File: src/rtl/phsh_pkg.sv
package phsh_pkg;
   typedef enum logic [1:0] {
      ST_SINGLE   = 2'd0,
      ST_HALVED   = 2'd1,
      ST_MEASURED = 2'd2,
      ST_DUAL     = 2'd3
   } phsh_state_e;
endpackage

File: src/rtl/phsh_demand_cmp.sv
module phsh_demand_cmp #(
   parameter int DW     = 8,
   parameter int SHED_TH = 77,
   parameter int ADD_TH  = 102,
   parameter bit IN_REG  = 1'b0
) (
   input  logic          clk,
   input  logic          rst_n,
   input  logic [DW-1:0] demand,
   output logic          add_req,
   output logic          shed_req
);
   localparam logic [DW-1:0] SHED_V = DW'(SHED_TH);
   localparam logic [DW-1:0] ADD_V  = DW'(ADD_TH);

   logic [DW-1:0] dem_s;

   generate
      if (IN_REG) begin : g_reg
         always_ff @(posedge clk or negedge rst_n) begin
            if (!rst_n) dem_s <= '0;
            else        dem_s <= demand;
         end
      end else begin : g_comb
         always_comb dem_s = demand;
      end
   endgenerate

   always_comb begin
      add_req  = (dem_s > ADD_V);
      shed_req = (dem_s < SHED_V);
   end

   // the two requests are never both active, since the band is non-empty
   always_comb begin
      assert_req_exclusive_R6: assert (!(add_req && shed_req));
   end
endmodule

File: src/rtl/phsh_meas_count.sv
module phsh_meas_count #(
   parameter int MEAS_CYCLES = 2
) (
   input  logic clk,
   input  logic rst_n,
   input  logic clr,
   input  logic tick,
   output logic done
);
   localparam int CW = (MEAS_CYCLES < 2) ? 1 : $clog2(MEAS_CYCLES);
   localparam logic [CW-1:0] LAST = CW'(MEAS_CYCLES - 1);

   logic [CW-1:0] cnt;

   always_comb done = tick && !clr && (cnt == LAST);

   always_ff @(posedge clk or negedge rst_n) begin
      if (!rst_n)                 cnt <= '0;
      else if (clr || done)       cnt <= '0;
      else if (tick)              cnt <= cnt + 1'b1;
   end

   assert_no_overflow_R3: assert property (@(posedge clk) disable iff (!rst_n)
      cnt <= LAST);
   assert_clr_empties_R3: assert property (@(posedge clk) disable iff (!rst_n)
      clr |=> (cnt == '0));
endmodule

File: src/rtl/phase_shed_ctrl.sv
module phase_shed_ctrl #(
   parameter int DW          = 8,
   parameter int SHED_TH     = 77,
   parameter int ADD_TH      = 102,
   parameter int MEAS_CYCLES = 2,
   parameter bit IN_REG      = 1'b0
) (
   input  logic          clk,
   input  logic          rst_n,
   input  logic [DW-1:0] demand,
   input  logic          fault,
   input  logic          meas_done,
   output logic          ph2_en,
   output logic          ton_x2,
   output logic          remeas_req,
   output logic          ph2_start
);
   import phsh_pkg::*;

   initial begin
      if (DW < 2 || DW > 32) $error("phase_shed_ctrl: DW out of range");
      if (SHED_TH < 1 || SHED_TH >= ADD_TH) $error("phase_shed_ctrl: need 0 < SHED_TH < ADD_TH");
      if (ADD_TH >= (64'd1 << DW) - 1) $error("phase_shed_ctrl: ADD_TH leaves no add range");
      if (MEAS_CYCLES < 1) $error("phase_shed_ctrl: MEAS_CYCLES must be at least 1");
   end

   phsh_state_e state, nxt;
   logic        add_req, shed_req, meas_ok, cnt_clr;

   phsh_demand_cmp #(
      .DW(DW), .SHED_TH(SHED_TH), .ADD_TH(ADD_TH), .IN_REG(IN_REG)
   ) u_cmp (
      .clk(clk), .rst_n(rst_n), .demand(demand),
      .add_req(add_req), .shed_req(shed_req)
   );

   always_comb cnt_clr = (state != ST_HALVED);

   phsh_meas_count #(.MEAS_CYCLES(MEAS_CYCLES)) u_cnt (
      .clk(clk), .rst_n(rst_n), .clr(cnt_clr), .tick(meas_done), .done(meas_ok)
   );

   always_comb begin
      nxt = state;
      if (fault) begin
         nxt = ST_SINGLE;
      end else begin
         unique case (state)
            ST_SINGLE:   if (add_req)       nxt = ST_HALVED;
            ST_HALVED:   if (shed_req)      nxt = ST_SINGLE;
                         else if (meas_ok)  nxt = ST_MEASURED;
            ST_MEASURED: if (shed_req)      nxt = ST_SINGLE;
                         else               nxt = ST_DUAL;
            ST_DUAL:     if (shed_req)      nxt = ST_SINGLE;
            default:                        nxt = ST_SINGLE;
         endcase
      end
   end

   always_ff @(posedge clk or negedge rst_n) begin
      if (!rst_n) state <= ST_SINGLE;
      else        state <= nxt;
   end

   always_comb begin
      ph2_en     = (state == ST_MEASURED) || (state == ST_DUAL);
      ton_x2     = (state == ST_SINGLE);
      remeas_req = (state == ST_HALVED);
      ph2_start  = (state == ST_MEASURED);
   end

   assert_add_gate_R2: assert property (@(posedge clk) disable iff (!rst_n)
      $fell(ton_x2) |-> ($past(add_req) && !$past(fault)));
   assert_start_after_meas_R3: assert property (@(posedge clk) disable iff (!rst_n)
      $rose(ph2_en) |-> $past(remeas_req) && $past(meas_done));
   assert_start_single_pulse_R4: assert property (@(posedge clk) disable iff (!rst_n)
      ph2_start |=> !ph2_start);
   assert_shed_atomic_R5: assert property (@(posedge clk) disable iff (!rst_n)
      $fell(ph2_en) |-> $rose(ton_x2));
   assert_band_hold_R6: assert property (@(posedge clk) disable iff (!rst_n)
      (ph2_en && !shed_req && !fault) |=> ph2_en);
   assert_fault_single_R8: assert property (@(posedge clk) disable iff (!rst_n)
      fault |=> (ton_x2 && !ph2_en && !remeas_req));
   assert_shed_no_remeas_R9: assert property (@(posedge clk) disable iff (!rst_n)
      $fell(ph2_en) |-> !remeas_req);
endmodule

File: config.mk
export PLATFORM = sky130hd
export DESIGN_NAME = phase_shed_ctrl
export DESIGN_NICKNAME = d
export VERILOG_FILES = /design/src/rtl/phsh_pkg.sv /design/src/rtl/phsh_demand_cmp.sv /design/src/rtl/phsh_meas_count.sv /design/src/rtl/phase_shed_ctrl.sv
export SDC_FILE = /design/constraint.sdc
export NUM_CORES = 1
export LEC_CHECK = 0
export BUFFER_PORTS_ARGS = -buffer_cell sky130_fd_sc_hd__buf_2
export CAP_MARGIN = 20
export CORE_AREA = 5 5 42 44
export DETAILED_ROUTE_END_ITERATION = 12
export DIE_AREA = 0 0 47 49
export SYNTH_ARGS = -nofsm -noshare
export SYNTH_HDL_FRONTEND = slang
export SYNTH_SLANG_ARGS = --single-unit
File: constraint.sdc
create_clock -name clk -period 1.11 [get_ports clk]
set_input_delay 0.1665 -clock clk [delete_from_list [all_inputs] [get_ports clk]]
set_output_delay 0.1665 -clock clk [all_outputs]
set_load 0.01 [all_outputs]
==> results of run 1 <==
sequential cells by signal, summed over array words and instances, names as in the netlist:
signal / count
u_cnt.cnt: 1
state: 2
cell usage after synthesis (all sizes together):
library cell  number
clkbuf             1
a221oi             1
o211ai             1
a2111oi            1
nor2b              2
a311o              1
nand2              1
dfrtp              3
and3b              1
nor2               2
nor3               1
and2               2
nand3              1
a21oi              1
xor2               1
critical path, cell delays in order (launching register included):
cell and delay (ns):
dfrtp_2 0.43, nor2b_2 0.17, buf_2 0.14
stage by stage:
step                      setup TNS, ns  power, W  std cells
after detailed placement        -0.0683  0.000211         50
after CTS                       -0.0388  0.000421         56
after floorplan                       0  0.000168         20
after global routing             -0.186  0.000471         56
final                           -0.0187  0.000432         56
after global placement          -0.0556  0.000208         50
how the worst min path moves through the flow:
stage / startpoint / end / slack [ns] / cells past startpoint
2_1_floorplan: rst_n / state[0] / -0.13 / 0
3_3_place_gp: rst_n / u_cnt.cnt / -0.04 / 1
5_1_grt: fault / state[0] / 0.12 / 2
4_1_cts: fault / state[0] / 0.10 / 2
3_5_place_dp: rst_n / u_cnt.cnt / -0.03 / 1
6_report: fault / state[0] / 0.12 / 2
layer usage:
metal | GRT usage | up-vias | share of wire
li1 | - | 117 | -
met1 | 0.0637 | 109 | 0.37
met2 | 0.0860 | 10 | 0.53
met3 | 0.0258 | 2 | 0.081
met4 | 0.0829 | 0 | 0.022
met5 | 0 | - | 0
logic make-up after synthesis:
group / share of synthesized area
and+or+nand+nor: 0.300
AOI/OAI and AO/OA: 0.262
xor gates and xnor gates: 0.0438
DFF: 0.375
buffers and inverters: 0.0187
power breakdown:
| group | leakage, nW | switching [W] | internal (W) |
|---|---|---|---|
| clock | 0.0150 | 0.0000599 | 0.000135 |
| sequential | 0.0370 | 0.00000928 | 0.000119 |
| combinational | 0.119 | 0.0000486 | 0.0000602 |
final cells by class:
type	instances	area, um^2
Timing Repair Buffer	17	98.8
Multi-Input combinational cell	16	144
Sequential cell	3	77.6
Clock buffer	4	26.3
Fill cell	168	1030
Tap cell	16	20.0
what timing repair did:
action                                 CTS  global route
gates cloned                             0             0
hold buffers                             1             0
endpoints found under the hold margin    3             0
gates resized for setup                  1             5
setup endpoints to repair                2             5
pin swaps                                1             0
buffers inserted                         1             0
==> summary.md, run 1 <==
| Metric | Value |
|---|---|
| Post-layout util | `0.262` |
| Final WS setup | `-0.0187 ns` |
| Largest area contributor in the netlist | `dfrtp_1` |
| Worst Setup SP | `state[0]` |
| Vias in the first global route | `258` |
| Skew-Pair Late Insertion Delay | `0.23 ns` |
| R2R Setup Slk | `0.01 ns` |
| Most common cell after layout, fill and taps aside | `buf_2` |
| Syn nets | `32` |
| Clock Root Buffer | `clkbuf_4` |
| Unrepaired setup endpoints after global routing | `yes` |
| Syn Area/Cell | `10.0 um^2` |
| Crit Path Category | `reg2out` |
| DRC viols | `0` |
| Max_cap viols | `0` |
| 1st-iter DRT viols | `0` |
| Arr. time, crit path | `0.96 ns` |
| Hold WC Path Type | `in2reg` |
| Clk sinks | `3` |
| # setup viols final | `1` |
| Clock Skew | `0.00208 ns` |
| Crit path to | `remeas_req` |
| Max Buffers Root-to-Sink | `2` |
| Fin nets | `53` |
| Commonest non-fill, non-tap cells in the layout | `buf_2 (14), clkbuf_4 (3), and2_1 (2), dfrtp_2 (2)` |
| Mapped Cells | `20` |
| Yosys warning count | `0` |
| Cts bufs inserted | `3` |
| Port bufs | `15` |
| Final wirelength | `593 um` |
| Hold WS | `0.122 ns` |
| Routability congestion estimate | `0.674` |
| Sequential area share after synthesis | `0.375` |
| Core area | `0.00140 mm^2` |
| Startpoint Class | `flip-flop` |
| Final instance area | `367 um^2` |
| Number of H-tree levels | `1` |
| Initial Util | `0.143` |
| Period utilization | `1.02` |
| Synth Register Bits | `3` |
| Final antenna-violating net count | `0` |
| Die area | `0.00230 mm^2` |
| Worst r2r src | `state[0]` |
| Relative slew slack | `0.782` |
| Measured slew at the worst slew-check pin | `0.327 ns` |
| Fraction of layout cells with a size suffix above 1 | `0.650` |
| Final hold violation count | `0` |
| Global-route wire length before repair | `979 um` |
| Worst vdd ir | `0.000223 V` |
| Pin count of the biggest net entering global routing | `6` |
| Syn Std Cell Area | `200 um^2` |
| Slew Limit Fails | `0` |
| Die width | `47 um` |
| Leakage | `0.171 nW` |
| Tmin final | `1.13 ns` |
| Area grow syn2layout | `83.1%` |
| Failing checks | `setup timing` |
| R2r worst-path depth | `3` |
| Row cnt | `14` |
| DRT Pass-1 Iters | `1` |
| Worst-path maximum fanout | `4` |
| Post-DP Area | `294 um^2` |
| Netlist cell types | `15` |
| Yosys top cell area share | `0.375` |
| CP required | `0.94 ns` |
| Routed wire per std cell | `10.6 um` |
| Via count | `238` |
| Power Dens Cells | `1180 mW/mm^2` |
| Fmax | `886 MHz` |
| Pre-CTS setup slack | `-0.0683 ns` |
| Status | `finished with violations` |
| GRT Residual Overflow | `0` |
| CTS tree | `done` |
| Top cells by area, synth | `dfrtp_1 (38%), a2111oi_2 (7.5%), a221oi_2 (7.5%)` |
| Clock Pin Slew Worst Setup and Hold Paths | `0.04 ns` |
| I/O Pins | `16` |
| Die Y | `49 um` |
| R2R Path End | `state[0]` |
| Global-route usage over all layers | `0.0648` |
| DR vias/cell | `4.25` |
| N_diodes | `0` |
| Initial antenna violation count | `0` |
| Worst setup EP type | `primary output` |
(Power assumes the default switching activity.)
==> run 2: changes to the inputs <==
Settings changed: ABC_CLOCK_PERIOD_IN_PS set to 1110, CTS_CLUSTER_DIAMETER set to 150, RECOVER_POWER set to 50.
==> run 2 against run 1 <==
Compared with the run above:
- the run still ends with setup timing left
- first-iteration DRC count unchanged
- die area did not move
- global-route usage did not move
- largest power group unchanged
- highest routed layer unchanged
==> summary.md, run 2 (synthesized netlist as in run 1, its figures left out) <==
| Metric | Value |
|---|---|
| Worst Min Path Start | `fault` |
| Fmax | `886 MHz (unchanged)` |
| Worst-path maximum fanout | `4 (unchanged)` |
| Final WS setup | `-0.0187 ns (unchanged)` |
| CTS tree | `done` |
| Initial antenna violation count | `0 (unchanged)` |
| R2r worst-path depth | `3 (unchanged)` |
| Startpoint Class | `flip-flop` |
| Die width | `47 um (unchanged)` |
| Clk sinks | `3 (unchanged)` |
| Skew-Pair Late Insertion Delay | `0.23 ns (about the same)` |
| # setup viols final | `1 (unchanged)` |
| Worst setup EP type | `primary output` |
| CP required | `0.94 ns (about the same)` |
| Max Buffers Root-to-Sink | `2 (unchanged)` |
| DR vias/cell | `4.25 (unchanged)` |
| Failing checks | `setup timing` |
| Hold WS | `0.122 ns (unchanged)` |
| Clock share of power | `0.451 (about the same)` |
| Regs by FF count | `state x2, u_cnt.cnt x1` |
| Switching power | `0.000118 W (about the same)` |
| Relative slew slack | `0.782 (unchanged)` |
| Area grow syn2layout | `82.5%` |
| Placed cells | `50 (unchanged)` |
| Worst vdd ir | `0.000223 V (about the same)` |
| Routed wire per std cell | `10.6 um (-0.34%)` |
| GRT Residual Overflow | `0 (unchanged)` |
| Commonest non-fill, non-tap cells in the layout | `buf_2 (13), clkbuf_4 (3), and2_1 (2), clkbuf_1 (2), dfrtp_2 (2)` |
| Tmin final | `1.13 ns (unchanged)` |
| Measured slew at the worst slew-check pin | `0.327 ns (unchanged)` |
| Vias in the first global route | `258 (unchanged)` |
| Row cnt | `14 (unchanged)` |
| Status | `finished with violations` |
| Switching Fraction | `0.273 (+0.000397)` |
| Crit Path Category | `reg2out` |
| Sequential power share | `0.297 (about the same)` |
| Global-route wire length before repair | `979 um (unchanged)` |
| DRT Pass-1 Iters | `1 (unchanged)` |
| Routability congestion estimate | `0.674 (unchanged)` |
| Final hold violation count | `0 (unchanged)` |
| Clock Skew | `0.00208 ns (unchanged)` |
| Global-route usage over all layers | `0.0648 (unchanged)` |
| I/O Pins | `16 (unchanged)` |
| Internal power | `0.000314 W (-0.16%)` |
| Number of H-tree levels | `1 (unchanged)` |
| Die Y | `49 um (unchanged)` |
| Power Dens Cells | `1180 mW/mm^2 (+0.23%)` |
| Largest reg by FF count | `state` |
| Leakage | `0.168 nW (-1.6%)` |
| Final antenna-violating net count | `0 (unchanged)` |
| R2R Setup Slk | `0.01 ns (about the same)` |
| Max_cap viols | `0 (unchanged)` |
| Hold path cells | `2 (unchanged)` |
| 1st-iter DRT viols | `0 (unchanged)` |
| Worst r2r src | `state[0]` |
| Fraction of layout cells with a size suffix above 1 | `0.625 (-0.0250)` |
| Final wirelength | `591 um (-0.34%)` |
| Via count | `238 (unchanged)` |
| Initial Util | `0.143 (unchanged)` |
| R2R Path End | `state[0]` |
| Pin count of the biggest net entering global routing | `6 (unchanged)` |
| Fin nets | `53 (unchanged)` |
| Period utilization | `1.02 (unchanged)` |
| Die area | `0.00230 mm^2 (unchanged)` |
| Logic pwr share | `0.251 (about the same)` |
| Hold WC Path Type | `in2reg` |
| Clock Pin Slew Worst Setup and Hold Paths | `0.04 ns (about the same)` |
| Slew Limit Fails | `0 (unchanged)` |
| Port bufs | `15 (unchanged)` |
| Most common cell after layout, fill and taps aside | `buf_2` |
| Unrepaired setup endpoints after global routing | `yes` |
| Max reg flops | `2 (unchanged)` |
| Worst hold endpoint | `state[0]` |
| Core area | `0.00140 mm^2 (unchanged)` |
| Fin cells | `56 (unchanged)` |
| DRC viols | `0 (unchanged)` |
| N_diodes | `0 (unchanged)` |
| Cts bufs inserted | `3 (unchanged)` |
| Arr. time, crit path | `0.96 ns (about the same)` |
| Clock Root Buffer | `clkbuf_4` |
-- run 2: changes by cell type in the layout (fill, tap and decap cells not counted), sizes merged --
cell / delta
buf: -1
clkbuf: +1
-- run 2: power by group through the flow --
stage               clock [W]  combinational, W  sequential (W)
floorplan                   0         0.0000431        0.000125
global placement            0         0.0000821        0.000126
detailed placement          0         0.0000839        0.000127
CTS                  0.000201         0.0000942        0.000125
global route         0.000223          0.000119        0.000129
finish               0.000195          0.000108        0.000128
-- run 2: worst max-delay path, cell delays in order (launching register included) --
cell     delay, ns
dfrtp_2       0.43
nor2b_2       0.17
buf_2         0.14
-- run 2: timing repair --
action / CTS / global route
pin swaps: 1 / 0
hold endpoints to repair: 3 / 0
endpoints found under the setup margin: 2 / 5
resized for setup: 1 / 5
buffers inserted: 1 / 0
hold buffers: 1 / 0
-- run 2: area by class of cell --
type	count	area, um^2
clock buffer	4	26.3
tap	16	20.0
multi-input combinational	16	144
sequential	3	77.6
timing repair buffer	17	97.6
fill	166	1040
-- run 2: layer usage --
layer,wire length [um],part of all wire,up-vias,GRT usage
met5,0,0,-,0
met4,13,0.022,0,0.0829
li1,-,-,117,-
met1,217,0.37,109,0.0637
met3,48,0.081,2,0.0258
met2,312,0.53,10,0.0860
-- run 2: worst max-delay path by stage --
stage / startpoint / slack, ns / to
2_1_floorplan: state[1] / 0.04 / state[0]
3_3_place_gp: demand[1] / -0.06 / state[0]
3_5_place_dp: demand[1] / -0.07 / state[0]
4_1_cts: state[1] / -0.04 / ton_x2
5_1_grt: state[0] / -0.05 / remeas_req
6_report: state[0] / -0.02 / remeas_req
-- run 2: through the flow --
| stage | utilization | instance area [um^2] | total power (W) | TNS [ns] | setup slack [ns] |
|---|---|---|---|---|---|
| 2_1_floorplan | - | 203 | 0.000168 | 0 | 0.0394 |
| 3_3_place_gp | 0.210 | 294 | 0.000208 | -0.0556 | -0.0556 |
| 3_5_place_dp | 0.210 | 294 | 0.000211 | -0.0683 | -0.0683 |
| 4_1_cts | 0.243 | 340 | 0.000421 | -0.0388 | -0.0351 |
| 5_1_grt | 0.261 | 365 | 0.000471 | -0.186 | -0.0527 |
| 6_report | 0.261 | 365 | 0.000431 | -0.0187 | -0.0187 |
